===== src/rtl/sfx_pkg.sv =====
package sfx_pkg;
  localparam int BYTE_W = 8;
  localparam int DEV_W  = 4;
  localparam int IDX_W  = 3;
  localparam int N_DEV  = 1 << DEV_W;
  localparam int N_BITS = 1 << IDX_W;
  localparam int N_OUT  = N_DEV * N_BITS;

  typedef enum logic [1:0] {ST_IDLE, ST_SETTLE, ST_STROBE} seq_state_e;

  function automatic logic [DEV_W-1:0] f_dev(input logic [BYTE_W-1:0] b);
    return b[DEV_W-1:0];
  endfunction

  function automatic logic [IDX_W-1:0] f_idx(input logic [BYTE_W-1:0] b);
    return b[DEV_W+IDX_W-1:DEV_W];
  endfunction

  function automatic logic f_dat(input logic [BYTE_W-1:0] b);
    return b[BYTE_W-1];
  endfunction
endpackage


===== src/rtl/sfx_sync.sv =====
module sfx_sync #(
  parameter int W = 8
) (
  input  logic         clk,
  input  logic         rst_n,
  input  logic [W-1:0] d,
  output logic [W-1:0] q
);
  logic [W-1:0] meta_q;

  always_ff @(posedge clk or negedge rst_n) begin
    if (!rst_n) begin
      meta_q <= '0;
      q      <= '0;
    end else begin
      meta_q <= d;
      q      <= meta_q;
    end
  end
endmodule


===== src/rtl/sfx_sel_track.sv =====
module sfx_sel_track
  import sfx_pkg::*;
(
  input  logic              clk,
  input  logic              rst_n,
  input  logic [BYTE_W-1:0] cur_byte,
  input  logic              idle,
  output logic              new_sel
);
  logic [BYTE_W-1:0] prev_q;
  logic [DEV_W-1:0]  last_dev_q;
  logic              sel_steady;

  assign sel_steady = (f_dev(cur_byte) == f_dev(prev_q));
  assign new_sel    = idle && sel_steady && (f_dev(cur_byte) != last_dev_q);

  always_ff @(posedge clk or negedge rst_n) begin
    if (!rst_n) begin
      prev_q     <= '0;
      last_dev_q <= '0;
    end else begin
      prev_q <= cur_byte;
      if (new_sel) last_dev_q <= f_dev(cur_byte);
    end
  end
endmodule


===== src/rtl/sfx_strobe_seq.sv =====
module sfx_strobe_seq
  import sfx_pkg::*;
#(
  parameter int TD_CYC = 3,
  parameter int PW_CYC = 2
) (
  input  logic              clk,
  input  logic              rst_n,
  input  logic              new_sel,
  input  logic [BYTE_W-1:0] cur_byte,
  output logic [N_DEV-1:0]  en_n,
  output logic [DEV_W-1:0]  cap_dev,
  output logic [IDX_W-1:0]  cap_idx,
  output logic              cap_dat,
  output logic              delay_on,
  output logic              pulse_on,
  output logic              busy
);
  localparam int MAXC  = (TD_CYC > PW_CYC) ? TD_CYC : PW_CYC;
  localparam int CNT_W = $clog2(MAXC + 1);

  seq_state_e       state_q;
  logic [CNT_W-1:0] cnt_q;

  assign delay_on = (state_q == ST_SETTLE);
  assign pulse_on = (state_q == ST_STROBE);
  assign busy     = delay_on || pulse_on;

  always_ff @(posedge clk or negedge rst_n) begin
    if (!rst_n) begin
      state_q <= ST_IDLE;
      cnt_q   <= '0;
      cap_dev <= '0;
      cap_idx <= '0;
      cap_dat <= 1'b0;
    end else begin
      case (state_q)
        ST_IDLE: if (new_sel) begin
          state_q <= ST_SETTLE;
          cnt_q   <= CNT_W'(TD_CYC - 1);
          cap_dev <= f_dev(cur_byte);
          cap_idx <= f_idx(cur_byte);
          cap_dat <= f_dat(cur_byte);
        end
        ST_SETTLE: if (cnt_q == '0) begin
          state_q <= ST_STROBE;
          cnt_q   <= CNT_W'(PW_CYC - 1);
        end else begin
          cnt_q <= cnt_q - 1'b1;
        end
        ST_STROBE: if (cnt_q == '0) begin
          state_q <= ST_IDLE;
        end else begin
          cnt_q <= cnt_q - 1'b1;
        end
        default: state_q <= ST_IDLE;
      endcase
    end
  end

  always_comb begin
    en_n = '1;
    if (pulse_on) en_n[cap_dev] = 1'b0;
  end
endmodule


===== src/rtl/sfx_latch_bank.sv =====
module sfx_latch_bank
  import sfx_pkg::*;
(
  input  logic             clk,
  input  logic             rst_n,
  input  logic [N_DEV-1:0] en_n,
  input  logic [IDX_W-1:0] cap_idx,
  input  logic             cap_dat,
  output logic [N_OUT-1:0] out_bits
);
  for (genvar g = 0; g < N_DEV; g++) begin : g_grp
    logic [N_BITS-1:0] grp_q;
    always_ff @(posedge clk or negedge rst_n) begin
      if (!rst_n)        grp_q <= '0;
      else if (!en_n[g]) grp_q[cap_idx] <= cap_dat;
    end
    assign out_bits[g*N_BITS +: N_BITS] = grp_q;
  end
endmodule


===== src/rtl/bytewise_out_expander.sv =====
module bytewise_out_expander
  import sfx_pkg::*;
#(
  parameter int TD_CYC = 3,
  parameter int PW_CYC = 2
) (
  input  logic              clk,
  input  logic              rst_n,
  input  logic [BYTE_W-1:0] host_byte,
  output logic [N_OUT-1:0]  out_bits,
  output logic              busy
);
  logic [BYTE_W-1:0] sync_byte;
  logic              new_sel;
  logic [N_DEV-1:0]  en_n;
  logic [DEV_W-1:0]  cap_dev;
  logic [IDX_W-1:0]  cap_idx;
  logic              cap_dat;
  logic              delay_on;
  logic              pulse_on;

  sfx_sync #(.W(BYTE_W)) u_sync (
    .clk(clk), .rst_n(rst_n), .d(host_byte), .q(sync_byte)
  );

  sfx_sel_track u_track (
    .clk(clk), .rst_n(rst_n), .cur_byte(sync_byte), .idle(!busy), .new_sel(new_sel)
  );

  sfx_strobe_seq #(.TD_CYC(TD_CYC), .PW_CYC(PW_CYC)) u_seq (
    .clk(clk), .rst_n(rst_n), .new_sel(new_sel), .cur_byte(sync_byte),
    .en_n(en_n), .cap_dev(cap_dev), .cap_idx(cap_idx), .cap_dat(cap_dat),
    .delay_on(delay_on), .pulse_on(pulse_on), .busy(busy)
  );

  sfx_latch_bank u_bank (
    .clk(clk), .rst_n(rst_n), .en_n(en_n), .cap_idx(cap_idx),
    .cap_dat(cap_dat), .out_bits(out_bits)
  );
endmodule


===== config.mk =====
export PLATFORM = sky130hd
export DESIGN_NAME = bytewise_out_expander
export DESIGN_NICKNAME = d
export VERILOG_FILES = /design/src/rtl/sfx_pkg.sv /design/src/rtl/sfx_sync.sv /design/src/rtl/sfx_sel_track.sv /design/src/rtl/sfx_strobe_seq.sv /design/src/rtl/sfx_latch_bank.sv /design/src/rtl/bytewise_out_expander.sv
export SDC_FILE = /design/constraint.sdc
export NUM_CORES = 1
export LEC_CHECK = 0
export BUFFER_PORTS_ARGS = -buffer_cell sky130_fd_sc_hd__buf_4
export CAP_MARGIN = 0
export CORE_UTILIZATION = 56
export DETAILED_ROUTE_END_ITERATION = 12
export PLACE_DENSITY_LB_ADDON = 0.3
export SYNTH_ARGS = -nofsm -noshare
export SYNTH_HDL_FRONTEND = slang
export SYNTH_HIERARCHICAL = 1
export SYNTH_SLANG_ARGS = --single-unit
export TNS_END_PERCENT = 5

===== constraint.sdc =====
create_clock -name clk -period 2.2 [get_ports clk]
set_input_delay 0.11 -clock clk [delete_from_list [all_inputs] [get_ports clk]]
set_output_delay 0.11 -clock clk [all_outputs]
set_load 0.02 [all_outputs]

Yosys cells after proc, flatten, opt, wreduce, memory -nomap -nowiden --
Cells that the tools add are included.
Storage, ports and cells: output and inout port bits 129, input bits 10, bits in registers 164, word-level logic and storage cells 80
Cells by class: reduce and logical (&&, ||, !) cells 12, eq/ne operators 8, order comparisons 4, add/sub/neg operators 1, bitwise logic cells 1, multiplexer cells 29
Operator list (count):
- bitwise mux 8 bit | 16
- 2-to-1 mux 16 bit | 1
- NOT 16 bit | 1
- 2-to-1 mux 2 bit | 6
- case mux 2 bit (3 select lines) | 2
- != test 2 bit (second input constant) | 4
- AND reduction 3 bit | 2
- < comparator 4 x 5 -> 1 bit (second input constant) | 1
- demux 1 bit (select 4 bit) | 1
- equality test 4 bit | 1
- >= comparator 4 x 1 -> 1 bit (second input constant) | 1
- logical AND 1 bit | 4
- zero test 2 bit | 2
- < comparator 3 x 4 -> 1 bit (second input constant) | 1
- != test 4 bit | 1
- demux 1 bit (select 3 bit) | 1
- >= comparator 3 x 1 -> 1 bit (second input constant) | 1
- nonzero test 3 bit | 1
- equality test 2 x 1 -> 1 bit (second input constant) | 1
- equality test 2 bit (second input constant) | 1
- 2-to-1 mux 1 bit | 2
- AND reduction 2 bit | 1
- subtractor 2 x 1 -> 2 bit (second input constant) | 1
- zero test 1 bit | 1
- logical OR 1 bit | 1

Depth between registers and ports, before layout --
Gate-level depths: netlist of run 1.
depth in word-level cells 7, mapped depth 8, mapped depth without buffers 8

Modules after synthesis --
The synthesis of run 1 kept the hierarchy.
By module, submodules not included:
- sfx_latch_bank | times used 1, area each 6323.6 sq um, cells an instance 440, seq. area each 3203.1 sq um
- sfx_strobe_seq | times used 1, area each 750.7 sq um, cells an instance 75, seq. area each 300.3 sq um
- sfx_sync | times used 1, area each 400.4 sq um, cells an instance 16, seq. area each 400.4 sq um
- sfx_sel_track | times used 1, area each 362.8 sq um, cells an instance 27, seq. area each 200.2 sq um
- bytewise_out_expander | times used 1, area each 3.8 sq um, cells an instance 1, seq. area each 0.0 sq um

Worst setup path before layout of run 1 --
OpenSTA, ideal clock, no wires.
path kind flip-flop to flip-flop, start register u_seq.state_q[0], end register u_seq.state_q[0], data required time 2.075 ns, setup time 0.125 ns, data arrival time 1.952 ns, setup slack 0.123 ns, stages on the path, launching flop included 9, buffers on the path 0, path through dfrtp_1 -> inv_1 -> ha_1 -> inv_1 -> nand4_2 -> nor3_1 -> nand2b_4 -> o21ai_2 -> mux2_4
On the way: longest elaborated chain between the ends 7, elaborated cells between the ends (all ways) 12
RTL lines:
- from (decl) | line sfx_strobe_seq.sv:22 | seq_state_e state_q;
- from (signal assigned) | line sfx_strobe_seq.sv:31 | state_q <= ST_IDLE;
- from (signal assigned) | line sfx_strobe_seq.sv:39 | state_q <= ST_SETTLE;
- from (signal assigned) | line sfx_strobe_seq.sv:46 | state_q <= ST_STROBE;
- equality test 2 x 1 -> 1 bit or equality test 2 bit (tied branches) | line sfx_strobe_seq.sv:25, sfx_strobe_seq.sv:26
- logical OR 1 bit (*) | line sfx_strobe_seq.sv:27 | assign busy = delay_on || pulse_on;
- named net busy | line bytewise_out_expander.sv:11 | output logic busy
- zero test 1 bit (*) | line bytewise_out_expander.sv:27 | .clk(clk), .rst_n(rst_n), .cur_byte(sync_byte), .idle(!busy), .new_sel(new_sel)
- logical AND 1 bit (*) (2 in a row) | line sfx_sel_track.sv:15 | assign new_sel = idle && sel_steady && (f_dev(cur_byte) != last_dev_q);
- named net new_sel | line bytewise_out_expander.sv:14 | logic new_sel;
- != test 2 bit (no line) (*)
- AND reduction 3 bit (no line) (*)
The timed path passes the listed nets; every way through them passes the cells marked *. A chain may end at the register's enable or synchronous reset.

Worst setup path after layout of run 1 --
start register u_seq.state_q[0], end register u_bank.g_grp[8].grp_q[5]
On the way: longest elaborated chain between the ends 2
RTL lines:
- equality test 2 bit | line sfx_strobe_seq.sv:26 | assign pulse_on = (state_q == ST_STROBE);
- 2-to-1 mux 16 bit | line sfx_strobe_seq.sv:63 | if (pulse_on) en_n[cap_dev] = 1'b0;
- named net en_n[8] | line bytewise_out_expander.sv:15 | logic [N_DEV-1:0] en_n;
- to (signal, indexed assignment) | line sfx_latch_bank.sv:15 | else if (!en_n[g]) grp_q[cap_idx] <= cap_dat;
- to (decl) | line sfx_latch_bank.sv:12 | logic [N_BITS-1:0] grp_q;
The timed path passes the listed nets, and every way through them passes these cells.

==> summary by stage, run 1 <==
Final layout
In the final design database the tool counted around 700 nets. The area added between synthesis and finish is 25.43%. The filler-free cell count of the finished design is a little under 900.

The fraction of final layout cells with drive strength greater than 1 is between 50% and 60%. The number of antenna diodes in the final layout is 0.

STA
The final sum of negative setup slack is 0 ns. For this run, the top clock speed supported by timing is roughly 460 MHz. The number of hold-slack violations in the final timing report is 0.

The count of pins over their slew limit is 0. The worst-margin pin slew is approximately 1.2 ns. Setup repair after global routing could not meet its margin everywhere. Across the routed clock network, the largest skew measured is 0.005549 ns.

The minimum clock period after layout is around 2.2 ns. In the finished design, the share of the clock period the worst path needs comes to 98.53%. The count of endpoints failing setup in the final report is 0. The worst-case headroom to the max-slew limit is a little under a quarter.

Synth
Of all flip-flops after synthesis, the portion carrying an async set or reset was 100.0%. The cell count after synthesis is about 560. By count the netlist is led by dfrtp_1, mux2_2, and4bb_2. The synthesized design spends more area on one cell type than any other, namely dfrtp_1. The cell area that synthesis handed to floorplanning was 7841 um^2. By instance count, the leading cell after synthesis is dfrtp_1.

By area the synthesized netlist is led by dfrtp_1, mux2_2, and4bb_2, nor4b_1, mux2_1. The synthesized net count is 577. The top-area cell type share of the netlist area is 52.34%. The synthesized design contains 0 enable-type register cells. The prevailing post-synth register cell is dfrtp_1. Yosys printed 6 warnings. The number of synthesized register bits is about 160. A synthesized cell averages between 10 and 15 um^2. Synthesis instantiated 40 different standard cells from the library.

The fraction of the yosys area taken by sequential cells is approximately 52%.

Critical path
The slowest stage of the critical path is the dfrtp_1 cell. The critical path goes through inv_1 > ha_1 > and3b_1 > nand2_1 > and4bb_2 > mux2_2. The kind of cell adding the most delay to the critical path is simple AND/OR/NAND/NOR gates. Measured in cells, the most critical reg-to-reg path has a length of 6. The worst setup path is launched from a flip-flop. STA classifies the critical path endpoint as a flip-flop. The type of the worst setup path is reg -> reg.

The required time of the critical path is between 2 and 3 ns. The worst flop-to-flop path startpoint is u_seq/state_q[0]. The capture instance of the worst register-to-register path is u_bank/g_grp[8].grp_q[5]. The delay of the slowest cell on the worst path is 0.41 ns. The count of buffering cells on the critical path with inverters included is 1. The biggest fanout along the worst timing path is 8. Data on the critical path arrives at its endpoint at roughly 2.5 ns. In this run the register-to-register setup slack is approximately 0.032 ns.

Drt
The post-detailed-route wirelength per cell is roughly 20 um. The detail route stage leaves a number of antenna-violating nets equal to 0. Detailed routing inserted a total of between 5000 and 6000 vias.

The routed design has 17390 um of wire. The iteration count of the initial detailed-routing pass is 4. The DRC violation total after the first TritonRoute iteration is approximately 380.

The vias per cell is 5.941. The DRC violation count after routing is 0.

CTS
The H-tree was split into 4 levels. The number of buffers created by CTS is 17. The TritonCTS clock tree is built.

The clock passes through at most 2 buffers. The post-CTS clock slew at the launch and capture registers of the worst setup and hold paths is 0.06 ns. The clock net in this run drives a total of 164 sinks.

The clock insertion delay at the later pin of the skew report is 0.42 ns. In this run the clock root is driven by a clkbuf_16.

Status
The run finished with clean final reports.

Floorplan
The effective utilization at floorplan is between 50% and 60%. Row generation in the floorplan step produced 42 rows. The die covers 14480 um^2.

The total core area is 13450 um^2. The die is 120.3 um wide. From bottom edge to top edge, the die measures 120.3 um. In this run the count of I/O pins placed on the die edge is approximately 140.

Global routing
Entering global routing, the biggest net connects 130 pins. The number of antenna violations at the first check in global routing is 0. The first global-routing pass estimated ~27000 um of wire. The total overflow left after global routing is 0. The total global-route track usage is 24.71%. The number of global-route vias before repair was approximately 5100.

Hold path
The path class of the tightest hold or removal check is in -> async.

Power
Power spread over the standard cell area amounts to around 990 nW/um^2. The leakage power total is ~4.6 nW. The peak ir drop on the vdd network is between 0.8 and 0.9 mV.

Placed design
The wire-length estimate of the detail-placed layout is approximately 11000 um. The total of buffers placed on input and output ports is ~140. The placed instance count is roughly 830.

The routability congestion estimate from global placement is 0.7517.

Run
The number of max-cap violations is 0.
routing by layer:
metal	wire (um)	up-vias	global-route usage (%)	share of wire [%]
li1	-	2344	-	-
met1	7614	2671	33.27	44
met2	8755	158	40.05	50
met3	718	25	4.528	4.1
met4	302	0	9.259	1.7
met5	0	-	0	0
layout by cell type (no fill, tap or decap), types with 2 or more instances in the layout:
cell and instances:
bufinv_16 4, clkinv_2 2, nand2_1 11, nor4b_2 13, nor4_4 3, nand3_2 2
ha_1 8, buf_12 8, inv_1 8, dlygate4sd3_1 9, clkbuf_8 2, and4bb_2 48
nand2_2 5, mux2_2 119, nor2_4 2, clkinvlp_4 3, clkinv_4 3, mux2_1 19
nor4b_1 35, nor4_2 3, mux2_4 2, clkbuf_16 17, nor4_1 11, dfrtp_1 160
nor2b_1 2, nor2_1 2, nand4b_1 16, nand3_1 2, a31oi_1 4, buf_4 146
a21oi_1 4, xor2_1 5, dfrtp_4 4, xnor2_1 3
where the power goes:
part / switching [mW] / internal [mW] / leakage (nW)
Sequential: 0.590 / 3.32 / 2.21
Clock: 1.19 / 1.96 / 0.302
Combinational: 1.58 / 1.11 / 2.13
registers in the layout, indices dropped and copies added, names as in the netlist:
register            flops
u_seq/cap_idx           3
u_bank/g_grp.grp_q    128
u_seq/state_q           2
u_sync/q                8
u_seq/cap_dev           4
u_sync/meta_q           8
u_seq/cnt_q             2
u_seq/cap_dat           1
u_track/prev_q          4
u_track/last_dev_q      4
kinds of logic after synthesis:
group,count (synthesis),share of synthesized area (%)
buffers and inverters,64,4.819
DFF,164,52.34
muxes,140,20.20
adders and majority gates,8,1.277
AOI/OAI and AO/OA,14,1.165
xor gates and xnor gates,8,0.8936
and+or+nand+nor,161,19.31
worst max-delay path by stage:
stage,start,end,cells after the start
final,u_seq/state_q[0],u_bank/g_grp[8].grp_q[5],6
after global routing,u_seq/state_q[0],u_bank/g_grp[15].grp_q[1],6
after CTS,u_seq/state_q[0],u_bank/g_grp[11].grp_q[2],6
after detailed placement,u_seq/state_q[0],u_bank/g_grp[11].grp_q[1],6
after global placement,u_seq/state_q[0],u_bank/g_grp[0].grp_q[4],6
after floorplan,u_seq/state_q[0],u_seq/state_q[0],8
layout make-up:
| type | count | area, um^2 |
|---|---|---|
| Sequential cell | 164 | 4119 |
| Fill cell | 880 | 3617 |
| Multi-Input combinational cell | 331 | 3473 |
| Tap cell | 176 | 220.2 |
| Clock inverter | 12 | 178.9 |
| Timing Repair Buffer | 164 | 1358 |
| Inverter | 8 | 30.03 |
| Clock buffer | 20 | 456.7 |
timing repair:
item                                    4_1_cts  5_1_grt
gates cloned                                  0        0
hold buffers                                  9        0
endpoints found under the setup margin        6       76
hold endpoints to repair                     68        0
gates resized for setup                       3       19
buffers inserted                              0        0
stage by stage:
step	total power, mW	setup slack, ns	util, %	cell area (um^2)	hold slack (ns)
finish	9.751	0.03242	73.11	9836	0.2306
global route	10.19	-0.08353	73.11	9836	0.2703
CTS	9.701	-0.006520	72.38	9737	0.2558
detailed placement	6.522	-0.004734	66.87	8996	0.1398
global placement	6.411	0.05890	66.87	8996	0.1262
floorplan	5.755	0.1227	-	7841	-0.1856
worst register-to-register path, delay by kind of cell, from the launching register on:
family / cells / cell delay, ns
adders and majority gates: 1 / 0.22
muxes: 1 / 0.33
DFF: 1 / 0.41
and+or+nand+nor: 3 / 0.98
buffers and inverters: 1 / 0.10
(Power assumes the default switching activity.)
==> run 2, diff against run 1 <==
Settings changed: ABC_AREA from default to 1, CELL_PAD_IN_SITES_DETAIL_PLACEMENT from default to 0, CELL_PAD_IN_SITES_GLOBAL_PLACEMENT from default to 1, CORE_UTILIZATION 56 to 41, CTS_BUF_LIST from default to sky130_fd_sc_hd__clkbuf_4 sky130_fd_sc_hd__clkbuf_8 sky130_fd_sc_hd__clkbuf_16.
==> summary by stage, run 2 <==
Status
The flow ran to the end, and the final reports show no timing, DRC or antenna violations.

Synth
The most used flip-flop cell after synthesis is dfrtp_1. The synthesized net count is just over 900. Each instance of the synthesized netlist takes up on average about 8.3 um^2.

After synthesis, the share of flip-flops with an asynchronous set or reset is 100.0%. The number of enable flip-flop cells after synthesis is 0. The cell count after synthesis is 902. After synthesis the netlist holds a flip-flop and latch count of about 160.

The leading cell type by number of instances after synthesis is nand2_1. The number of warning messages in the yosys log is 6. dfrtp_1 takes more of the synthesized area than any other cell. The fraction of the yosys area taken by sequential cells is roughly 55%. The synthesized area is around 7500 um^2. Yosys attributes the largest share of cell area to dfrtp_1, nand2_1, nand3_1, nand4_1, inv_1. The number of different library cells in the post-synthesis netlist is 25. Sorting the synthesized cells by how often they occur yields nand2_1, dfrtp_1, nand3_1. The top-area cell type share of the netlist area is between 50% and 60%.

Power
Sequential cells burn a little under two fifths of the power. Per report_power, the combinational group accounts for between 20% and 30% of the total. The leakage power total is 5.161 nW. The internal power of the cells totals 6.209 mW.

Per report_power, the clock group accounts for between 30 and 40% of the total. For this design the total switching power over the nets is 3.632 mW. The power per cell area is around 1000 nW/um^2. The peak ir drop on the vdd network is 0.6100 mV.

The net switching fraction of the power is 36.91%.

Final layout
The fraction of final layout cells with drive strength greater than 1 is between 20% and 30%. The register with the highest flop count is u_bank/g_grp.grp_q. Summing all multi-input logic gate instances after layout gives about 2900 um^2. The commonest non-fill, non-tap cell in the layout is nand2_1. The number of diodes is 0. The final layout net count is roughly 1000. The area added between synthesis and finish is 28.79%. Once layout is complete, the utilization of the core stands at about 54%. In the layout the commonest cells are nand2_1, dfrtp_1, buf_4, nand3_1, nand4_1.

In the final layout, the registers with the most flip-flops are u_bank/g_grp.grp_q x128, u_sync/meta_q x8, u_sync/q x8. The register cell area after layout is 4111 um^2. The filler cells instantiated in the layout total around 1700.

The flip-flop count of the largest register after layout is 128.

Floorplan
Measured along the y axis, the die boundary spans ~140 um. The total core area is approximately 18000 um^2. Pin placement for this block handled approximately 140 I/O pins. The overall die area is between 15000 and 20000 um^2. Once the floorplan was initialized, standard cells occupied between 40% and 50% of the core. The placement row count is 49. The die is around 140 um wide.

Run
The number of max-cap violations is 0.

Global routing
The number of global-route vias before repair was about 5600. The number of antenna violations at the first check in global routing came to 0. Global routing used a little over a fifth of the available tracks. The first global-routing pass estimated 30750 um of wire. Entering global routing, the biggest net connects about 70 pins. Global routing finished with a remaining overflow of 0.

Drt
For this run, design rule violations remaining after detail routing come to 0. The DRC violation total after the first TritonRoute iteration is around 500. After detailed routing, the average wire length per cell comes to 15.37 um. The detailed router placed 6535 vias in this run. The remaining antenna violation count after routing is 0. The iteration count of the initial detailed-routing pass is 7. The vias per cell is 5.154.

The total routed wirelength is ~19000 um.

Critical path
The signal on the critical path passes through inv_1 > ha_1 > inv_1 > inv_1 > a21oi_1 > nand3_2 > nor2_4 > nand2_4 > inv_1 > nor2_2 > inv_1 > nand2_1 > nand2_1 > nand2_1. STA classifies the critical path endpoint as a flip-flop. The required time of the critical path is ~2.5 ns.

The biggest fanout along the worst timing path is 5. STA classifies the critical path startpoint as a flip-flop. The delay of the slowest cell on the worst path is approximately 0.42 ns.

The worst setup path is of the reg -> reg kind. Across all register-to-register paths, the minimum setup slack is between 0.15 and 0.2 ns. STA puts the critical path data arrival time at between 2 and 2.5 ns.

The most repeated library cell on the critical path is inv_1. The critical path's slowest cell is dfrtp_1.

STA
Static timing analysis puts the maximum clock frequency at roughly 490 MHz. The count of pins over their slew limit is 0. The worst hold slack after final layout is slightly above 0.2 ns.

In the post-route analysis, the smallest setup slack over all paths is 0.1559 ns. The worst-case headroom to the max-slew limit is a little over half. The count of endpoints failing setup in the final report is 0.

The share of the cycle needed by the critical path after routing is 92.91%. The number of hold-slack violations in the final timing report is 0. Setup repair after global routing could not meet its margin everywhere. The minimum clock period after layout is 2.044 ns. The clock tree skew after final layout is roughly 0.0093 ns. For the pin with the worst max-slew slack, the measured transition is slightly below 0.7 ns.

CTS
In this run the deepest clock path goes through 2 buffers. Clock tree synthesis inserted a total of 17 buffers. The TritonCTS clock tree is built. The clock tree synthesis step divided the H-tree into 4 levels. The number of clock sinks is 164.

The clock insertion delay at the later pin of the skew report is about 0.43 ns. The buffer type at the clock tree root is clkbuf_16. The post-CTS clock slew at the launch and capture registers of the worst setup and hold paths is approximately 0.07 ns.

Placed design
The worst slack after detailed placement is slightly above 0.1 ns. In this run the tool buffered the top-level ports with roughly 140 buffer cells. Routability-driven placement finished with a final weighted congestion of 0.8005.

Summed over all nets, the half-perimeter wirelength after detailed placement is between 10000 and 15000 um.

Hold path
The class of the tightest hold or removal check is in -> async.
-- run 2: cell types whose count changed in the layout (fill, tap and decap cells not counted), sizes merged, moves of 4 or more --
cell / change
nor4b: -48
o21ai: +16
buf: +16
nand3: +139
mux2: -140
nor4: -17
nand4: +95
nor2: +15
inv: +35
a31oi: -4
and4bb: -48
nand4b: -16
nand2: +307
-- run 2: final cells by class --
class | instances | area share [%]
clock inverter | 11 | 1.789
sequential | 164 | 42.61
multi-input combinational | 617 | 30.26
clock buffer | 21 | 4.979
timing repair buffer | 180 | 15.44
tap | 229 | 2.969
inverter | 46 | 1.945
-- run 2: path summary, 6_finish.rpt --
kind                             startpoint                   endpoint  cells past startpoint
hold reg to reg            u_sync/meta_q[0]                u_sync/q[0]                      0
min in group clk               host_byte[7]           u_sync/meta_q[7]                      2
max in group asynchronous             rst_n             u_seq/cnt_q[1]                      3
setup / recovery           u_seq/state_q[1]           u_seq/state_q[0]                     14
hold / removal                        rst_n  u_bank/g_grp[11].grp_q[2]                      2
setup reg to reg           u_seq/state_q[1]           u_seq/state_q[0]                     14
-- run 2: cells by family (layout without fill, tap and decap cells) --
| logic type | after synthesis | after routing | share of synthesized area, % |
|---|---|---|---|
| and+or+nand+nor | 583 | 583 | 35.30 |
| DFF | 164 | 164 | 54.78 |
| buffers and inverters | 121 | 258 | 6.613 |
| AOI/OAI and AO/OA | 24 | 24 | 1.737 |
| adders and majority gates | 8 | 8 | 1.336 |
| xor gates and xnor gates | 2 | 2 | 0.2338 |
-- run 2: metal layers --
metal	up-vias	part of all wire, %	global-route usage (%)
met4	0	0.77	6.044
met5	-	0	0
met2	178	45	31.79
met1	3105	49	31.18
met3	11	5.4	4.378
li1	3241	-	-
-- run 2: repair_timing --
action	4_1_cts	5_1_grt
setup endpoints to repair	0	64
hold buffers	9	0
gates resized for setup	0	7
hold endpoints to repair	55	0
setup buffers	0	1
-- run 2: worst max-delay path, delay by kind of cell (launching register included) --
| kind | cells | cell delay [ns] |
|---|---|---|
| AOI/OAI and AO/OA | 1 | 0.14 |
| adders and majority gates | 1 | 0.33 |
| buffers and inverters | 5 | 0.41 |
| DFF | 1 | 0.42 |
| and+or+nand+nor | 7 | 0.62 |
-- run 2: metrics by stage --
stage	instance area, um^2	std cells	setup TNS, ns	power [mW]
final	9649	1268	0	9.841
after global routing	9649	1268	-0.2675	10.38
after CTS	9617	1267	0	9.877
after detailed placement	8874	1226	0	6.586
after global placement	8874	1226	0	6.567
after floorplan	7492	902	0	5.471
-- run 2: power by group through the flow --
stage / clock [mW] / sequential (mW) / combinational, mW
detailed placement: 0 / 3.71 / 2.88
global route: 3.44 / 3.70 / 3.23
floorplan: 0 / 3.72 / 1.75
global placement: 0 / 3.71 / 2.86
CTS: 3.32 / 3.66 / 2.90
finish: 3.26 / 3.65 / 2.93
==> run 3, diff against run 2 <==
Settings changed: RECOVER_POWER from default to 50, REMOVE_ABC_BUFFERS from default to 1.
==> summary by stage, run 3 (same netlist as run 2, synthesis figures left out) <==
STA
The number of hold-slack violations in the final timing report was 0. The worst hold slack after final layout is approximately 0.35 ns. Across all setup checks in the final design, the least slack found is roughly 0.15 ns. The clock period could shrink to roughly 2 ns.

The worst-case headroom to the max-slew limit is -8.966%. At the pin with the least slew margin, the transition time is between 1.5 and 2 ns. Setup violations remaining at the end of the flow were counted as 0. The count of pins over their slew limit is 60. The highest clock frequency the design can meet is 488.0 MHz. Dividing the final minimum period by the clock period gives between 90% and 100%.

The clock arrives with 0.007509 ns of skew. Setup repair after global routing could not meet its margin everywhere.

Drt
The DRC violation count after routing is 0. In the final routed layout, each cell accounts on average for about 15 um. The total routed wirelength is between 15000 and 20000 um.

The remaining antenna violation count after routing is 0. The iteration count of the initial detailed-routing pass is 5. The vias per cell is around 5.2. The number of vias in the routed layout is around 6500. In this run, the number of DRC markers left after iteration 0 of detailed routing was 372.

CTS
The number of buffers created by CTS is 17. TritonCTS built the clock tree. After clock tree synthesis, the clock-pin slew on the worst setup and hold paths is 0.06 ns.

The buffer type at the clock tree root is clkbuf_16. The number of clock sinks is 164. The number of setup buffers added after CTS is 0. The clock insertion delay at the later pin of the skew report is about 0.43 ns. The clock passes through at most 2 buffers. The count of H-tree levels built during CTS is 4.

Final layout
The filler-free cell count of the finished design is 1265. The area growth from synthesis to layout is 26.14%. In the layout the commonest cells are nand2_1, dfrtp_1, nand3_1, buf_4, nand4_1.

In the final layout, the registers with the most flip-flops are u_bank/g_grp.grp_q x128, u_sync/meta_q x8, u_sync/q x8. The number of diodes is 0. The final layout net count is around 1000.

u_bank/g_grp.grp_q holds more flip-flops than any other register. The library cell used most frequently in the layout, excluding fill and tap cells, is nand2_1. The flip-flop count of the largest register after layout is about 130. Cells with a size suffix above 1 make up between 10% and 20% of the layout. Counting the fill cells in the layout gives 1707.

Status
The final reports fail on max-capacitance violations, max-slew violations. The flow ran to the end, but the final reports show violations.

Critical path
The worst flop-to-flop path startpoint is u_seq/state_q[0]. The worst setup path is of the reg -> reg kind. The launching element type of the critical path is a flip-flop. The critical path goes through inv_1 > ha_1 > inv_1 > inv_1 > a21oi_1 > nand3_2 > nor2_4 > nand2_4 > inv_1 > nand2_2 > nor2_1 > a21oi_1. STA puts the critical path data arrival time at 2.36 ns. The delay of the slowest cell on the worst path is a little under 0.4 ns. The required time of the critical path is 2.51 ns. For this design, the slowest cell found on the critical path is dfrtp_1. In this design, the critical path's most frequently occurring cell is inv_1.

The biggest fanout along the worst timing path is 11. The critical path startpoint is u_seq/state_q[0]. The type of element capturing the critical path is a flip-flop.

The depth of the worst register-to-register path is 12.

Power
In this run, the combinational gates consume a little over a quarter of the power. The design draws a little under 10 mW. The total internal power is 6.201 mW. In this run, flip-flops and latches consume between 30% and 40% of the power.

The analysis attributes to net switching a power of about 3.6 mW. The part of the power in the clock network is between 30% and 40%. The power per cell area is roughly 1000 nW/um^2. The net switching fraction of the power is between 30% and 40%.

The analysis attributes to cell leakage a power of around 4.9 nW. IR analysis of the VDD net gives a maximum drop of just over 0.6 mV.

Placed design
The count of buffers added on input and output ports is roughly 140. The wire-length estimate of the detail-placed layout is around 12000 um. At the placement stage, the worst setup path has a slack of 0.06131 ns. In this run, placement finished with an instance count of around 1200. At the end of routability-driven placement, the weighted congestion stood at 0.7674.

Floorplan
Once the floorplan was initialized, standard cells occupied 41.71% of the core. In this run the horizontal extent of the chip is between 100 and 150 um. The overall die area is ~19000 um^2. The total core area is around 18000 um^2. The placement row count is between 40 and 50. The height of the die is 137.2 um.

The number of top-level pins is 139.

Global routing
The overall overflow remaining after global route is 0. The number of global-route vias before repair is approximately 5800. The number of antenna violations at the first check in global routing came to 0. The total global-route track usage is a little over a fifth. Entering global routing, the biggest net connects 62 pins.

The first global-routing pass estimated a little over 30000 um of wire.

Hold path
The class of the tightest hold or removal check is reg -> reg. The worst hold path startpoint is u_sync/meta_q[4]. The worst hold path was traced through 0 stages.

Run
The number of max-cap violations is 1.
run 3: cell types whose count changed in the layout (fill, tap and decap cells not counted), sizes merged:
cell	change
clkbuf	+45
clkinv	-5
inv	+1
bufinv	+2
buf	-51
clkinvlp	+5
run 3: layout make-up:
class | count | area (um^2) | area share, %
Clock buffer | 18 | 432.9 | 4.581
Inverter | 46 | 198.9 | 2.105
Tap cell | 229 | 286.5 | 3.032
Sequential cell | 164 | 4111 | 43.51
Multi-Input combinational cell | 617 | 2918 | 30.88
Timing Repair Buffer | 177 | 1256 | 13.29
Clock inverter | 14 | 246.5 | 2.608
run 3: layer usage:
metal,track usage (%),part of all wire (%),up-vias
met5,0,0,-
met4,6.227,1.0,0
met3,5.997,7.0,11
met2,31.37,45,195
met1,29.49,47,3098
li1,-,-,3235
run 3: worst paths after layout:
check / slack, ns / endpoint
setup / recovery: 0.15 / u_seq/cap_dev[2]
hold / removal: 0.35 / u_sync/q[4]
setup reg to reg: 0.15 / u_seq/cap_dev[2]
hold reg to reg: 0.35 / u_sync/q[4]
max in group asynchronous: 0.38 / u_seq/cap_idx[0]
min in group asynchronous: 0.65 / u_bank/g_grp[5].grp_q[1]
run 3: power groups by stage:
stage          logic [mW]  registers (mW)  clock network [mW]
3_5_place_dp         2.69            3.77                   0
4_1_cts              2.72            3.72                3.51
3_3_place_gp         2.68            3.77                   0
2_1_floorplan        1.18            4.02                   0
6_report             2.67            3.72                3.44
5_1_grt              2.95            3.77                3.61
run 3: critical path, delay by kind of cell, from the launching register on:
kind	cells	cell delay [ns]
adders and majority gates	1	0.37
and+or+nand+nor	5	0.64
AOI/OAI and AO/OA	2	0.19
buffers and inverters	4	0.33
DFF	1	0.39
run 3: repair_timing:
item,in CTS,in global routing
gates resized for setup,0,10
hold buffers,9,0
endpoints found under the hold margin,66,0
setup endpoints to repair,0,49
run 3: through the flow:
| step | setup TNS [ns] | cell area [um^2] | utilization [%] |
|---|---|---|---|
| CTS | 0 | 9578 | 53.32 |
| floorplan | -159.54 | 7169 | - |
| global route | -0.4327 | 9450 | 52.61 |
| finish | 0 | 9450 | 52.61 |
| global placement | 0 | 8808 | 49.04 |
| detailed placement | 0 | 8808 | 49.04 |
